$ cat src/rtl/alu16_pkg.sv
package alu16_pkg;
  typedef enum logic [3:0] {
    OP_ADD = 4'h0, OP_ADC = 4'h1, OP_SUB = 4'h2, OP_SBB = 4'h3,
    OP_INC = 4'h4, OP_DEC = 4'h5, OP_NEG = 4'h6, OP_CMP = 4'h7,
    OP_AND = 4'h8, OP_OR  = 4'h9, OP_XOR = 4'hA, OP_NOT = 4'hB,
    OP_SHL = 4'hC, OP_SHR = 4'hD, OP_RS0 = 4'hE, OP_RS1 = 4'hF
  } op_e;

  typedef struct packed {
    logic cf;
    logic af;
    logic pf;
    logic zf;
    logic sf;
    logic of;
  } flags_t;

  localparam int unsigned BYTE_W = 8;
  localparam int unsigned NIB_W  = 4;
endpackage

$ cat src/rtl/alu16_addsub.sv
module alu16_addsub
  import alu16_pkg::*;
#(
  parameter int unsigned DATA_W = 16
) (
  input  logic [DATA_W-1:0] x_i,
  input  logic [DATA_W-1:0] y_i,
  input  logic              cin_i,   // carry for add, borrow for sub
  input  logic              sub_i,
  input  logic              byte_i,
  output logic [DATA_W-1:0] sum_o,
  output logic              cf_o,
  output logic              af_o,
  output logic              of_o
);
  localparam logic [DATA_W-1:0] LO_MASK = {{(DATA_W-BYTE_W){1'b0}}, {BYTE_W{1'b1}}};

  logic [DATA_W-1:0] xm, ym, yinv;
  logic [DATA_W:0]   s;
  logic              c_in, co, xs, ys, ss;

  always_comb begin
    yinv = sub_i ? ~y_i : y_i;
    xm   = byte_i ? (x_i & LO_MASK) : x_i;
    ym   = byte_i ? (yinv & LO_MASK) : yinv;
    c_in = sub_i ^ cin_i;   // a - b - bw = a + ~b + !bw
    s    = {1'b0, xm} + {1'b0, ym} + {{DATA_W{1'b0}}, c_in};
    co   = byte_i ? s[BYTE_W] : s[DATA_W];
    sum_o = byte_i ? (s[DATA_W-1:0] & LO_MASK) : s[DATA_W-1:0];
    xs   = byte_i ? xm[BYTE_W-1] : xm[DATA_W-1];
    ys   = byte_i ? ym[BYTE_W-1] : ym[DATA_W-1];
    ss   = byte_i ? s[BYTE_W-1]  : s[DATA_W-1];
    cf_o = co ^ sub_i;
    af_o = (xm[NIB_W] ^ ym[NIB_W] ^ s[NIB_W]) ^ sub_i;
    of_o = (xs == ys) && (ss != xs);
  end
endmodule

$ cat src/rtl/alu16_logic.sv
module alu16_logic
  import alu16_pkg::*;
#(
  parameter int unsigned DATA_W = 16
) (
  input  logic [DATA_W-1:0] a_i,
  input  logic [DATA_W-1:0] b_i,
  input  op_e               op_i,
  input  logic              byte_i,
  output logic [DATA_W-1:0] res_o,
  output logic              cf_o,
  output logic              of_o
);
  localparam logic [DATA_W-1:0] LO_MASK = {{(DATA_W-BYTE_W){1'b0}}, {BYTE_W{1'b1}}};

  logic [DATA_W-1:0] am, bm, raw;
  logic              a_top, r_top;

  always_comb begin
    am   = byte_i ? (a_i & LO_MASK) : a_i;
    bm   = byte_i ? (b_i & LO_MASK) : b_i;
    cf_o = 1'b0;
    of_o = 1'b0;
    a_top = byte_i ? am[BYTE_W-1] : am[DATA_W-1];
    unique case (op_i)
      OP_AND:  raw = am & bm;
      OP_OR:   raw = am | bm;
      OP_XOR:  raw = am ^ bm;
      OP_NOT:  raw = ~am;
      OP_SHL:  raw = {am[DATA_W-2:0], 1'b0};
      OP_SHR:  raw = {1'b0, am[DATA_W-1:1]};
      default: raw = '0;
    endcase
    res_o = byte_i ? (raw & LO_MASK) : raw;
    r_top = byte_i ? res_o[BYTE_W-1] : res_o[DATA_W-1];
    if (op_i == OP_SHL) begin
      cf_o = a_top;
      of_o = a_top ^ r_top;
    end else if (op_i == OP_SHR) begin
      cf_o = am[0];
      of_o = a_top;
    end
  end
endmodule

$ cat src/rtl/alu16_stat.sv
module alu16_stat
  import alu16_pkg::*;
#(
  parameter int unsigned DATA_W = 16
) (
  input  logic [DATA_W-1:0] res_i,
  input  logic              byte_i,
  output logic              pf_o,
  output logic              zf_o,
  output logic              sf_o
);
  always_comb begin
    pf_o = ~^res_i[BYTE_W-1:0];   // low byte only, any width
    zf_o = (res_i == '0);
    sf_o = byte_i ? res_i[BYTE_W-1] : res_i[DATA_W-1];
  end
endmodule

$ cat src/rtl/alu16.sv
module alu16
  import alu16_pkg::*;
#(
  parameter int unsigned DATA_W = 16
) (
  input  logic              clk_i,
  input  logic              rst_ni,
  input  logic              en_i,
  input  logic [3:0]        op_i,
  input  logic              byte_i,
  input  logic [DATA_W-1:0] a_i,
  input  logic [DATA_W-1:0] b_i,
  input  logic              carry_i,
  output logic [DATA_W-1:0] result_o,
  output logic              cf_o,
  output logic              af_o,
  output logic              pf_o,
  output logic              zf_o,
  output logic              sf_o,
  output logic              of_o
);
  localparam logic [DATA_W-1:0] ONE = {{(DATA_W-1){1'b0}}, 1'b1};

  op_e               op;
  logic [DATA_W-1:0] as_x, as_y, as_sum, lg_res, val;
  logic              as_cin, as_sub, as_cf, as_af, as_of;
  logic              lg_cf, lg_of;
  logic              st_pf, st_zf, st_sf;
  logic              is_arith, wr_res, wr_flg;
  flags_t            nxt_f, flags_q;
  logic [DATA_W-1:0] result_q;

  assign op = op_e'(op_i);

  always_comb begin
    as_x   = a_i;
    as_y   = b_i;
    as_cin = 1'b0;
    as_sub = 1'b0;
    unique case (op)
      OP_ADC: as_cin = carry_i;
      OP_SUB, OP_CMP: as_sub = 1'b1;
      OP_SBB: begin as_sub = 1'b1; as_cin = carry_i; end
      OP_INC: as_y = ONE;
      OP_DEC: begin as_y = ONE; as_sub = 1'b1; end
      OP_NEG: begin as_x = '0; as_y = a_i; as_sub = 1'b1; end
      default: ;
    endcase
  end

  alu16_addsub #(.DATA_W(DATA_W)) u_addsub (
    .x_i(as_x), .y_i(as_y), .cin_i(as_cin), .sub_i(as_sub), .byte_i(byte_i),
    .sum_o(as_sum), .cf_o(as_cf), .af_o(as_af), .of_o(as_of)
  );

  alu16_logic #(.DATA_W(DATA_W)) u_logic (
    .a_i(a_i), .b_i(b_i), .op_i(op), .byte_i(byte_i),
    .res_o(lg_res), .cf_o(lg_cf), .of_o(lg_of)
  );

  assign is_arith = (op_i[3] == 1'b0);
  assign val      = is_arith ? as_sum : lg_res;

  alu16_stat #(.DATA_W(DATA_W)) u_stat (
    .res_i(val), .byte_i(byte_i), .pf_o(st_pf), .zf_o(st_zf), .sf_o(st_sf)
  );

  always_comb begin
    wr_res = (op != OP_CMP) && (op != OP_RS0) && (op != OP_RS1);
    wr_flg = (op != OP_NOT) && (op != OP_RS0) && (op != OP_RS1);
    nxt_f.pf = st_pf;
    nxt_f.zf = st_zf;
    nxt_f.sf = st_sf;
    if (is_arith) begin
      nxt_f.cf = (op == OP_INC || op == OP_DEC) ? carry_i : as_cf;
      nxt_f.af = as_af;
      nxt_f.of = as_of;
    end else begin
      nxt_f.cf = lg_cf;
      nxt_f.af = 1'b0;
      nxt_f.of = lg_of;
    end
  end

  always_ff @(posedge clk_i or negedge rst_ni) begin
    if (!rst_ni) begin
      result_q <= '0;
      flags_q  <= '0;
    end else if (en_i) begin
      if (wr_res) result_q <= val;
      if (wr_flg) flags_q  <= nxt_f;
    end
  end

  assign result_o = result_q;
  assign cf_o = flags_q.cf;
  assign af_o = flags_q.af;
  assign pf_o = flags_q.pf;
  assign zf_o = flags_q.zf;
  assign sf_o = flags_q.sf;
  assign of_o = flags_q.of;
endmodule

$ cat config.mk
export PLATFORM = sky130hd
export DESIGN_NAME = alu16
export DESIGN_NICKNAME = d
export VERILOG_FILES = /design/src/rtl/alu16_pkg.sv /design/src/rtl/alu16_addsub.sv /design/src/rtl/alu16_logic.sv /design/src/rtl/alu16_stat.sv /design/src/rtl/alu16.sv
export SDC_FILE = /design/constraint.sdc
export NUM_CORES = 1
export LEC_CHECK = 0
export BUFFER_PORTS_ARGS = -buffer_cell sky130_fd_sc_hd__buf_4
export CAP_MARGIN = 25
export CORE_AREA = 2 2 84 107
export DETAILED_ROUTE_END_ITERATION = 16
export DIE_AREA = 0 0 86 109
export PLACE_DENSITY = 0.68
export SYNTH_ARGS = -nofsm -noshare
export SYNTH_HDL_FRONTEND = slang
export SYNTH_SLANG_ARGS = --single-unit
$ cat constraint.sdc
create_clock -name clk_i -period 0.8 [get_ports clk_i]
set_input_delay 0.16 -clock clk_i [delete_from_list [all_inputs] [get_ports clk_i]]
set_output_delay 0.16 -clock clk_i [all_outputs]
set_load 0.02 [all_outputs]
* Word level (Yosys, flattened, before mapping)
Index checks and enable logic that the tools add are counted.
Storage, ports and cells: register bits 22, input port bits 41, output and inout port bits 22, word-level logic and storage cells 79
Operators by class: add/sub/neg operators 2, eq/ne operators 19, mux-type cells 27, bitwise operators 11, reduce and logical (&&, ||, !) cells 13
Operator list (number):
- two-way mux 16 bit | 9
- case mux 16 bit (6 select lines) | 1
- NOT 16 bit | 2
- case mux 16 bit (2 select lines) | 1
- == test 4 bit, second input constant | 6
- adder 16 x 16 -> 17 bit | 1
- adder 17 x 1 -> 17 bit | 1
- AND 16 bit | 1
- == test 4 x 3 -> 1 bit, second input constant | 4
- zero test 16 bit | 1
- OR 16 bit | 1
- bitwise XOR 16 bit | 1
- two-way mux 1 bit | 15
- inequality test 4 bit, second input constant | 3
- == test 4 x 2 -> 1 bit, second input constant | 2
- XNOR reduction 8 bit | 1
- bitwise XOR 1 bit | 6
- logical AND 1 bit | 5
- OR reduction 5 bit | 1
- == test 4 x 1 -> 1 bit, second input constant | 1
- inequality test 4 x 3 -> 1 bit, second input constant | 1
- AND reduction 2 bit | 2
- OR reduction 2 bit | 2
- two-way mux 2 bit | 1
- other kinds (3) | 3

* Longest topological paths before layout
Gate-level depths: netlist of run 1.
depth in word-level cells 12, mapped depth 21, gate-level depth less buffers 19

* Cells and area by module
A second synthesis of run 1 with hierarchy kept.
Unflattened totals: cells, all modules 497, area total of the unflattened synthesis 4164.0 um^2
Modules (own cells, without submodules):
- alu16 | times used 1, cells an instance 122, area an instance 1512.7 um^2
- alu16_logic | times used 1, cells an instance 201, area an instance 1363.8 um^2
- alu16_addsub | times used 1, cells an instance 154, area an instance 1133.6 um^2
- alu16_stat | times used 1, cells an instance 20, area an instance 153.9 um^2

* Least setup slack after synthesis of run 1
Ideal clock, no wire load.
path type input to register, start point input port op_i[2], end point register flags_q (netlist bit zf_o), data arrival time 4.087 ns, required time 0.734 ns, path slack -3.353 ns, stages on the path 21, path buffers 3, cell sequence buf_2 > nand2_1 > nor3_4 > clkbuf_8 > clkbuf_1 > a22oi_1 > xnor2_1 > fa_1 > fa_1 > nor2b_1 > o2111ai_1 > nand2_1 > xnor2_1 > nor2_1 > a2111oi_1 > ha_1 > nand4_1 > nor2_1 > nand3_1 > nor4_1 > a41o_1
On the way: cells in the longest elaborated chain, start to end 11, elaborated cells between the ends (all ways) 38, those cells by class 2 x add/sub; 16 x eq/ne; 11 x mux; 2 x bitwise; 7 x reduce/logical
RTL lines:
- start: declaration | line alu16.sv:9 | input logic [3:0] op_i,
- == test 4 x 3 -> 1 bit | line alu16.sv:40 | unique case (op)
- OR reduction 2 bit (no source line)
- case mux 16 bit (2 select lines) | line alu16.sv:40
- NOT 16 bit | line alu16_addsub.sv:23 | yinv = sub_i ? ~y_i : y_i;
- two-way mux 16 bit | line alu16_addsub.sv:23
- two-way mux 16 bit | line alu16_addsub.sv:25 | ym = byte_i ? (yinv & LO_MASK) : yinv;
- adder 16 x 16 -> 17 bit | line alu16_addsub.sv:27 | s = {1'b0, xm} + {1'b0, ym} + {{DATA_W{1'b0}}, c_in};
- adder 17 x 1 -> 17 bit | line alu16_addsub.sv:27
- two-way mux 16 bit | line alu16_addsub.sv:29 | sum_o = byte_i ? (s[DATA_W-1:0] & LO_MASK) : s[DATA_W-1:0];
- two-way mux 16 bit | line alu16.sv:62 | assign val = is_arith ? as_sum : lg_res;
- zero test 16 bit | line alu16_stat.sv:14 | zf_o = (res_i == '0);
- end signal: assignment | line alu16.sv:91 | if (wr_flg) flags_q <= nxt_f;
- end: declaration | line alu16.sv:30 | flags_t nxt_f, flags_q;
Several ways; a longest one is shown, not always the timed one. A chain may end at the register's enable or synchronous reset.

* Worst setup path in the final report of run 1
start point input port op_i[0], end point register flags_q (netlist bit zf_o)
Same word-level chain as after synthesis.

==> results.yml, run 1 <==
sta:
  rsz0062_at_grt: "yes"
  timing.fmax_mhz: 313.9
  setup_viol: 44
  slew_headroom: 0.6868
  worstMarginPinSlew_ns: 0.4680
  finalHoldViolCount: 0
  finalCriticalPeriod_ns: 3.186
  final.setup.tns_ns: -44.92
  finalMaxSlewViolations: 0
  fin_crit_sh: 3.982
  setup_slack_ns: -2.386
  clock-skew-final_ns: 0
global_route:
  grt.total_usage: 0.3062
  antenna_found_initial: 0
  grt_max_degree: 23
  grt_pass1_vias: 4639
  grt_pass1_wl_um: 22570
  grt_overflow: 0
placed_design:
  dpl.cell_count: 778
  portBuffers: 62
  routabilityCongestion: 0.9746
  hpwl_um: 10730
power:
  power_leakage_uw: 0.003192
  p_per_area_nw_per_um2: 1291
  ir_drop_mv: 0.6402
  totalPowerFinal_uw: 8122
worst_setup_path:
  critical_path_required_ns: 1.01
  path_class: "in2reg"
  end_kind: "register"
  start_kind: "primary input"
  cp_max_fo: 7
  critPathArrivalTime_ns: 3.40
clocking:
  cts_tree: "yes"
  clockBufferDepth: 2
  path_clk_slew_ns: 0.08
  htree_levels: 1
  clockRootBuffer: "clkbuf_8"
  numCtsBuffers: 3
  clock_latency_ns: 0.27
  clkSinkCount: 22
synth:
  synth_seq_cells: 22
  syn_nets: 580
  synth.distinct_cells: 66
  synth_edf_count: 0
  synth_area_per_cell_um2: 7.561
  yosysWarnings: 0
  synth-seq-area-share: 0.1498
  syn_inst: 486
  syn_area_um2: 3675
  async_flop_share: 1.000
  synthFlopType: "dfrtp_1"
layout:
  fillers: 648
  fin_nets: 824
  drive_gt1_frac: 0.4856
  num_antenna_cells: 0
  area_delta_synth_final_pct: 71.23
  finalNonFillerCells: 829
  fin_util: 0.7477
detailed_routing:
  drt_iter0_markers: 306
  dr.pass1.iters: 6
  drc: 0
  viasPerCell: 5.737
  routed_wl_um: 14930
  vias: 4756
  drt-wirelength-per-cell_um: 18.01
  ant_nets: 0
die:
  num_rows: 38
  coreArea_um2: 8416
  start_util: 0.4367
  fp.dieH_um: 109
  die_w_um: 86
  ioPinCount: 63
  die_area_um2: 9374
outcome:
  status: "finished with violations"
  violations: "setup timing"
flow_run:
  cap_violations: 0
min_path:
  min_path_type: "in2reg"
## layout by cell type, fill, tap and decap left out, types with 4 or more instances in the layout
| master | instances |
|---|---|
| a22oi_1 | 10 |
| a2111oi_4 | 4 |
| nor2_1 | 50 |
| buf_12 | 4 |
| a22oi_2 | 10 |
| o21ai_2 | 9 |
| nand2_2 | 4 |
| dfrtp_1 | 22 |
| o21ai_1 | 13 |
| o211ai_1 | 5 |
| a221oi_1 | 7 |
| a211oi_1 | 4 |
| a21oi_2 | 9 |
| nand2b_1 | 5 |
| xnor2_1 | 15 |
| a21oi_1 | 19 |
| a21o_1 | 5 |
| buf_4 | 223 |
| nand3_1 | 10 |
| ha_1 | 49 |
| inv_1 | 37 |
| o22ai_1 | 12 |
| xor2_1 | 13 |
| nand2_1 | 52 |
| buf_6 | 35 |
| clkbuf_8 | 4 |
| o21ai_0 | 11 |
## kinds of logic after synthesis
group,synth area share
AND/OR/NAND/NOR,0.1927
adder cells (fa/ha/maj),0.1845
XOR/XNOR,0.07627
multiplexers,0.02349
AO/OA/AOI/OAI,0.2904
buffers and inverters,0.08274
flip-flops,0.1498
## final cells by class
cell class,count,area (µm²),share of cell area
multi-input combinational,398,3221,0.5118
timing repair buffer,265,2188,0.3478
sequential,22,550.5,0.08749
inverter,40,152.6,0.02426
tap,100,125.1,0.01988
clock buffer,4,55.05,0.008749
## cells in the mapped netlist (all sizes together) (2+ instances only)
library cell	instances	share of area
buf	11	0.018
a2111oi	4	0.022
ha	51	0.17
clkbuf	15	0.023
mux2	5	0.015
dfrtp	22	0.15
o21ai	34	0.046
a22oi	20	0.041
o211ai	5	0.010
inv	40	0.042
and3	3	0.0051
a221oi	9	0.025
a21o	6	0.013
and2	2	0.0034
nand2	57	0.058
mux2i	3	0.0082
nor2	54	0.057
or3	3	0.0065
o21a	3	0.0061
o2111a	2	0.0061
xor2	15	0.036
nand4	2	0.0051
xnor2	17	0.041
nand2b	5	0.0085
nor2b	3	0.0051
or2	3	0.0058
a31oi	6	0.012
nor3	5	0.0099
a211oi	8	0.018
nand3	12	0.016
fa	2	0.011
o22ai	13	0.022
a21oi	29	0.041
o221ai	2	0.0048
o31ai	4	0.0095
## registers in the layout, indices dropped and copies added (netlist names)
register	flops
result_o	16
af_o	1
cf_o	1
of_o	1
pf_o	1
sf_o	1
zf_o	1
## report_power, final
group / internal [µW] / leakage, µW / switching, µW
sequential: 1320 / 0.000285 / 150
clock: 440 / 0.0000288 / 359
combinational: 3100 / 0.00288 / 2750
## layer usage
layer / vias to the layer above / share of wire / track usage
met5: - / 0 / 0
li1: 2227 / - / -
met1: 2234 / 0.38 / 0.3653
met3: 71 / 0.064 / 0.02650
met4: 0 / 0.050 / 0.1429
met2: 224 / 0.51 / 0.5498
## final timing paths
path	from	end	depth (start not counted)	slack, ns
max	op_i[0]	zf_o$_DFFE_PN0P_	18	-2.39
min	en_i	cf_o$_DFFE_PN0P_	3	0.24
max reg2reg	sf_o$_DFFE_PN0P_	sf_o$_DFFE_PN0P_	2	-0.09
min reg2reg	result_o[15]$_DFFE_PN0P_	result_o[15]$_DFFE_PN0P_	2	0.52
max in group asynchronous	rst_ni	pf_o$_DFFE_PN0P_	2	0.27
min in group asynchronous	rst_ni	cf_o$_DFFE_PN0P_	2	0.31
## critical path, cell delays in order
cell and delay, ns:
buf_12 0.11, nor3_4 0.21, a22oi_2 0.11, xnor2_1 0.15, fa_2 0.41, fa_2 0.41, nor2b_4 0.14, o21ai_0 0.11
nand2b_1 0.14, xnor2_1 0.13, nor2_1 0.10, a2111oi_4 0.27, ha_1 0.21, nand4_1 0.10, nor2_1 0.13, nand3_1 0.11
nor4_2 0.18, a41o_1 0.20
## stage by stage
step,worst slack (ns),area [µm²],hold WS (ns)
CTS,-2.379,6023,0.2474
detailed placement,-2.789,5369,0.06033
global placement,-2.668,5369,0.05728
finish,-2.386,6292,0.2419
floorplan,-2.822,3795,-0.1356
global route,-2.602,6292,0.2674
## what timing repair did
action,in CTS,in global routing
hold buffers,1,0
setup buffers,30,18
pin swaps,49,35
gates cloned,0,0
gates resized for setup,90,28
hold endpoints to repair,22,0
endpoints found under the setup margin,44,44
Power figures use the tool's default switching activity.
==> inputs of run 2 (changes only) <==
--- a/config.mk
+++ b/config.mk
@@ -6,11 +6,12 @@
 export NUM_CORES = 1
 export LEC_CHECK = 0
 export BUFFER_PORTS_ARGS = -buffer_cell sky130_fd_sc_hd__buf_4
-export CAP_MARGIN = 25
-export CORE_AREA = 2 2 84 107
+export CAP_MARGIN = 15
+export CORE_AREA = 2 2 72 125
 export DETAILED_ROUTE_END_ITERATION = 16
-export DIE_AREA = 0 0 86 109
+export DIE_AREA = 0 0 74 127
 export PLACE_DENSITY = 0.68
+export SETUP_SLACK_MARGIN = 0.1
 export SYNTH_ARGS = -nofsm -noshare
 export SYNTH_HDL_FRONTEND = slang
 export SYNTH_SLANG_ARGS = --single-unit
==> run 2 against run 1 <==
Against the previous run:
- hold slack better by 0.078 ns
- largest cell class unchanged
- final cell count increased by 1.2%
- global-route usage increased by 0.95 points
- clock skew stayed put
- non-clock buffer count shrank 5
- via count up 1.1%
- sequential share of layout area is 0.27 points lower
- critical path depth did not move
- flip-flop and latch count unchanged
- first-iteration DRC count decreased by 0.98%
- the run still ends with setup timing left
==> results.yml, run 2 (synthesis results as in run 1) <==
power:
  ir_drop_mv: 1.009
  p_per_area_nw_per_um2: 1377
  pwr-share-comb: 0.700
  power_frac_seq: 0.166
  power.internal_uw: 5325
  clock_power_share: 0.134
  switching_share: 0.4048
  power_leakage_uw: 0.003232
  p_switching_uw: 3621
clocking:
  clkSinkCount: 22
  clockRootBuffer: "clkbuf_16"
  htree_levels: 1
  path_clk_slew_ns: 0.06
  numCtsBuffers: 3
  cts_tree: "yes"
  clock_latency_ns: 0.27
  clockBufferDepth: 2
worst_setup_path:
  path_cells: "buf_12, nor3_4, a22oi_2, xnor2_2, fa_2, fa_2, nor2b_4, o2111ai_4, nand2_2, xnor2_2, nor2_2, a2111oi_4, ha_2, nand4_1, nor2_1, nand3_1, nor4_2, a41o_1"
  critPathArrivalTime_ns: 3.52
  rr_worst_depth: 3
  reg2reg_to: "zf_o$_DFFE_PN0P_"
  ff2ff_setup_slack_ns: -0.19
  cp_max_fo: 5
  cp-startpoint: "op_i[0]"
  path_class: "in2reg"
  max_stage_delay_ns: 0.44
  cp.depth: 18
  critical-path-top-delay-family: "simple AND/OR/NAND/NOR gates"
  crit_buf_inv: 1
  r2r_start: "zf_o$_DFFE_PN0P_"
  worstSetupEndpoint: "zf_o$_DFFE_PN0P_"
  end_kind: "register"
  cpMaxStageDelayCell: "fa_2"
  start_kind: "primary input"
  critical_path_required_ns: 1.00
global_route:
  grt_max_degree: 23
  grt_pass1_wl_um: 23020
  grt.total_usage: 0.3158
  grt_overflow: 0
  antenna_found_initial: 0
  grt_pass1_vias: 4708
sta:
  rsz0062_at_grt: "yes"
  finalMaxSlewViolations: 0
  worstMarginPinSlew_ns: 0.4621
  timing.fmax_mhz: 300.9
  setup_viol: 44
  slew_headroom: 0.6908
  finalHoldViolCount: 0
  finalCriticalPeriod_ns: 3.324
  clock-skew-final_ns: 0
  setup_slack_ns: -2.524
  fin_crit_sh: 4.155
placed_design:
  hpwl_um: 11140
  place_ws_ns: -2.817
  routabilityCongestion: 0.9318
  portBuffers: 62
  dpl.cell_count: 798
layout:
  mostFrequentLayoutCells: "buf_4 (214), nand2_1 (54), nor2_1 (48)"
  drive_gt1_frac: 0.5124
  fillers: 567
  area_delta_synth_final_pct: 76.78
  seqCellArea_um2: 550.5
  fin_util: 0.7815
  multi_input_area_um2: 3407
  largest_reg_flops: 16
  final_common_cell: "buf_4"
  num_antenna_cells: 0
  finalNonFillerCells: 839
  fin_nets: 819
detailed_routing:
  drc: 0
  viasPerCell: 5.728
  drt_iter0_markers: 303
  routed_wl_um: 16070
  vias: 4806
  dr.pass1.iters: 5
  drt-wirelength-per-cell_um: 19.15
  ant_nets: 0
die:
  ioPinCount: 63
  coreArea_um2: 8313
  die_w_um: 74
  fp.dieH_um: 127
  num_rows: 44
  die_area_um2: 9398
  start_util: 0.4421
outcome:
  violations: "setup timing"
  status: "finished with violations"
min_path:
  min_path_type: "in2async"
flow_run:
  cap_violations: 0
[run 2: worst min path at each step]
stage	from	to	slack, ns	cells past startpoint
2_1_floorplan	rst_ni	af_o$_DFFE_PN0P_	-0.14	0
3_3_place_gp	rst_ni	sf_o$_DFFE_PN0P_	0.06	1
3_5_place_dp	rst_ni	sf_o$_DFFE_PN0P_	0.06	1
4_1_cts	rst_ni	sf_o$_DFFE_PN0P_	0.33	2
5_1_grt	rst_ni	result_o[14]$_DFFE_PN0P_	0.36	2
6_report	rst_ni	sf_o$_DFFE_PN0P_	0.32	2
[run 2: repair_timing]
| action | CTS | global route |
|---|---|---|
| hold buffers | 1 | 0 |
| buffers inserted | 27 | 20 |
| endpoints found under the hold margin | 22 | 0 |
| gates resized for setup | 98 | 60 |
| pin swaps | 43 | 42 |
| endpoints found under the setup margin | 44 | 44 |
[run 2: cell type report]
cell class,instances,share of cell area
Clock buffer,4,0.01367
Multi-Input combinational cell,398,0.5245
Sequential cell,22,0.08475
Inverter,40,0.02350
Timing Repair Buffer,260,0.3315
Tap cell,115,0.02215
[run 2: power groups by stage]
stage / registers, µW / logic [µW] / clock network, µW
2_1_floorplan: 1710 / 2260 / 0
3_3_place_gp: 1440 / 4530 / 0
3_5_place_dp: 1450 / 4630 / 0
4_1_cts: 1470 / 5400 / 1170
5_1_grt: 1510 / 6620 / 1250
6_report: 1490 / 6260 / 1200
[run 2: through the flow]
stage | power [µW] | area, µm² | setup TNS [ns] | hold slack [ns]
finish | 8946 | 6496 | -46.65 | 0.3198
global route | 9367 | 6496 | -49.01 | 0.3647
CTS | 8043 | 6110 | -45.01 | 0.3301
detailed placement | 6086 | 5425 | -49.23 | 0.06080
global placement | 5978 | 5425 | -47.72 | 0.05706
floorplan | 3970 | 3795 | -45.39 | -0.1356
[run 2: per-layer routing]
metal / GRT usage / up-vias / wire length, µm
met1: 0.3443 / 2333 / 5888
met3: 0.02918 / 64 / 775
li1: - / 2213 / -
met2: 0.5835 / 196 / 8526
met5: 0 / - / 0
met4: 0.1540 / 0 / 877
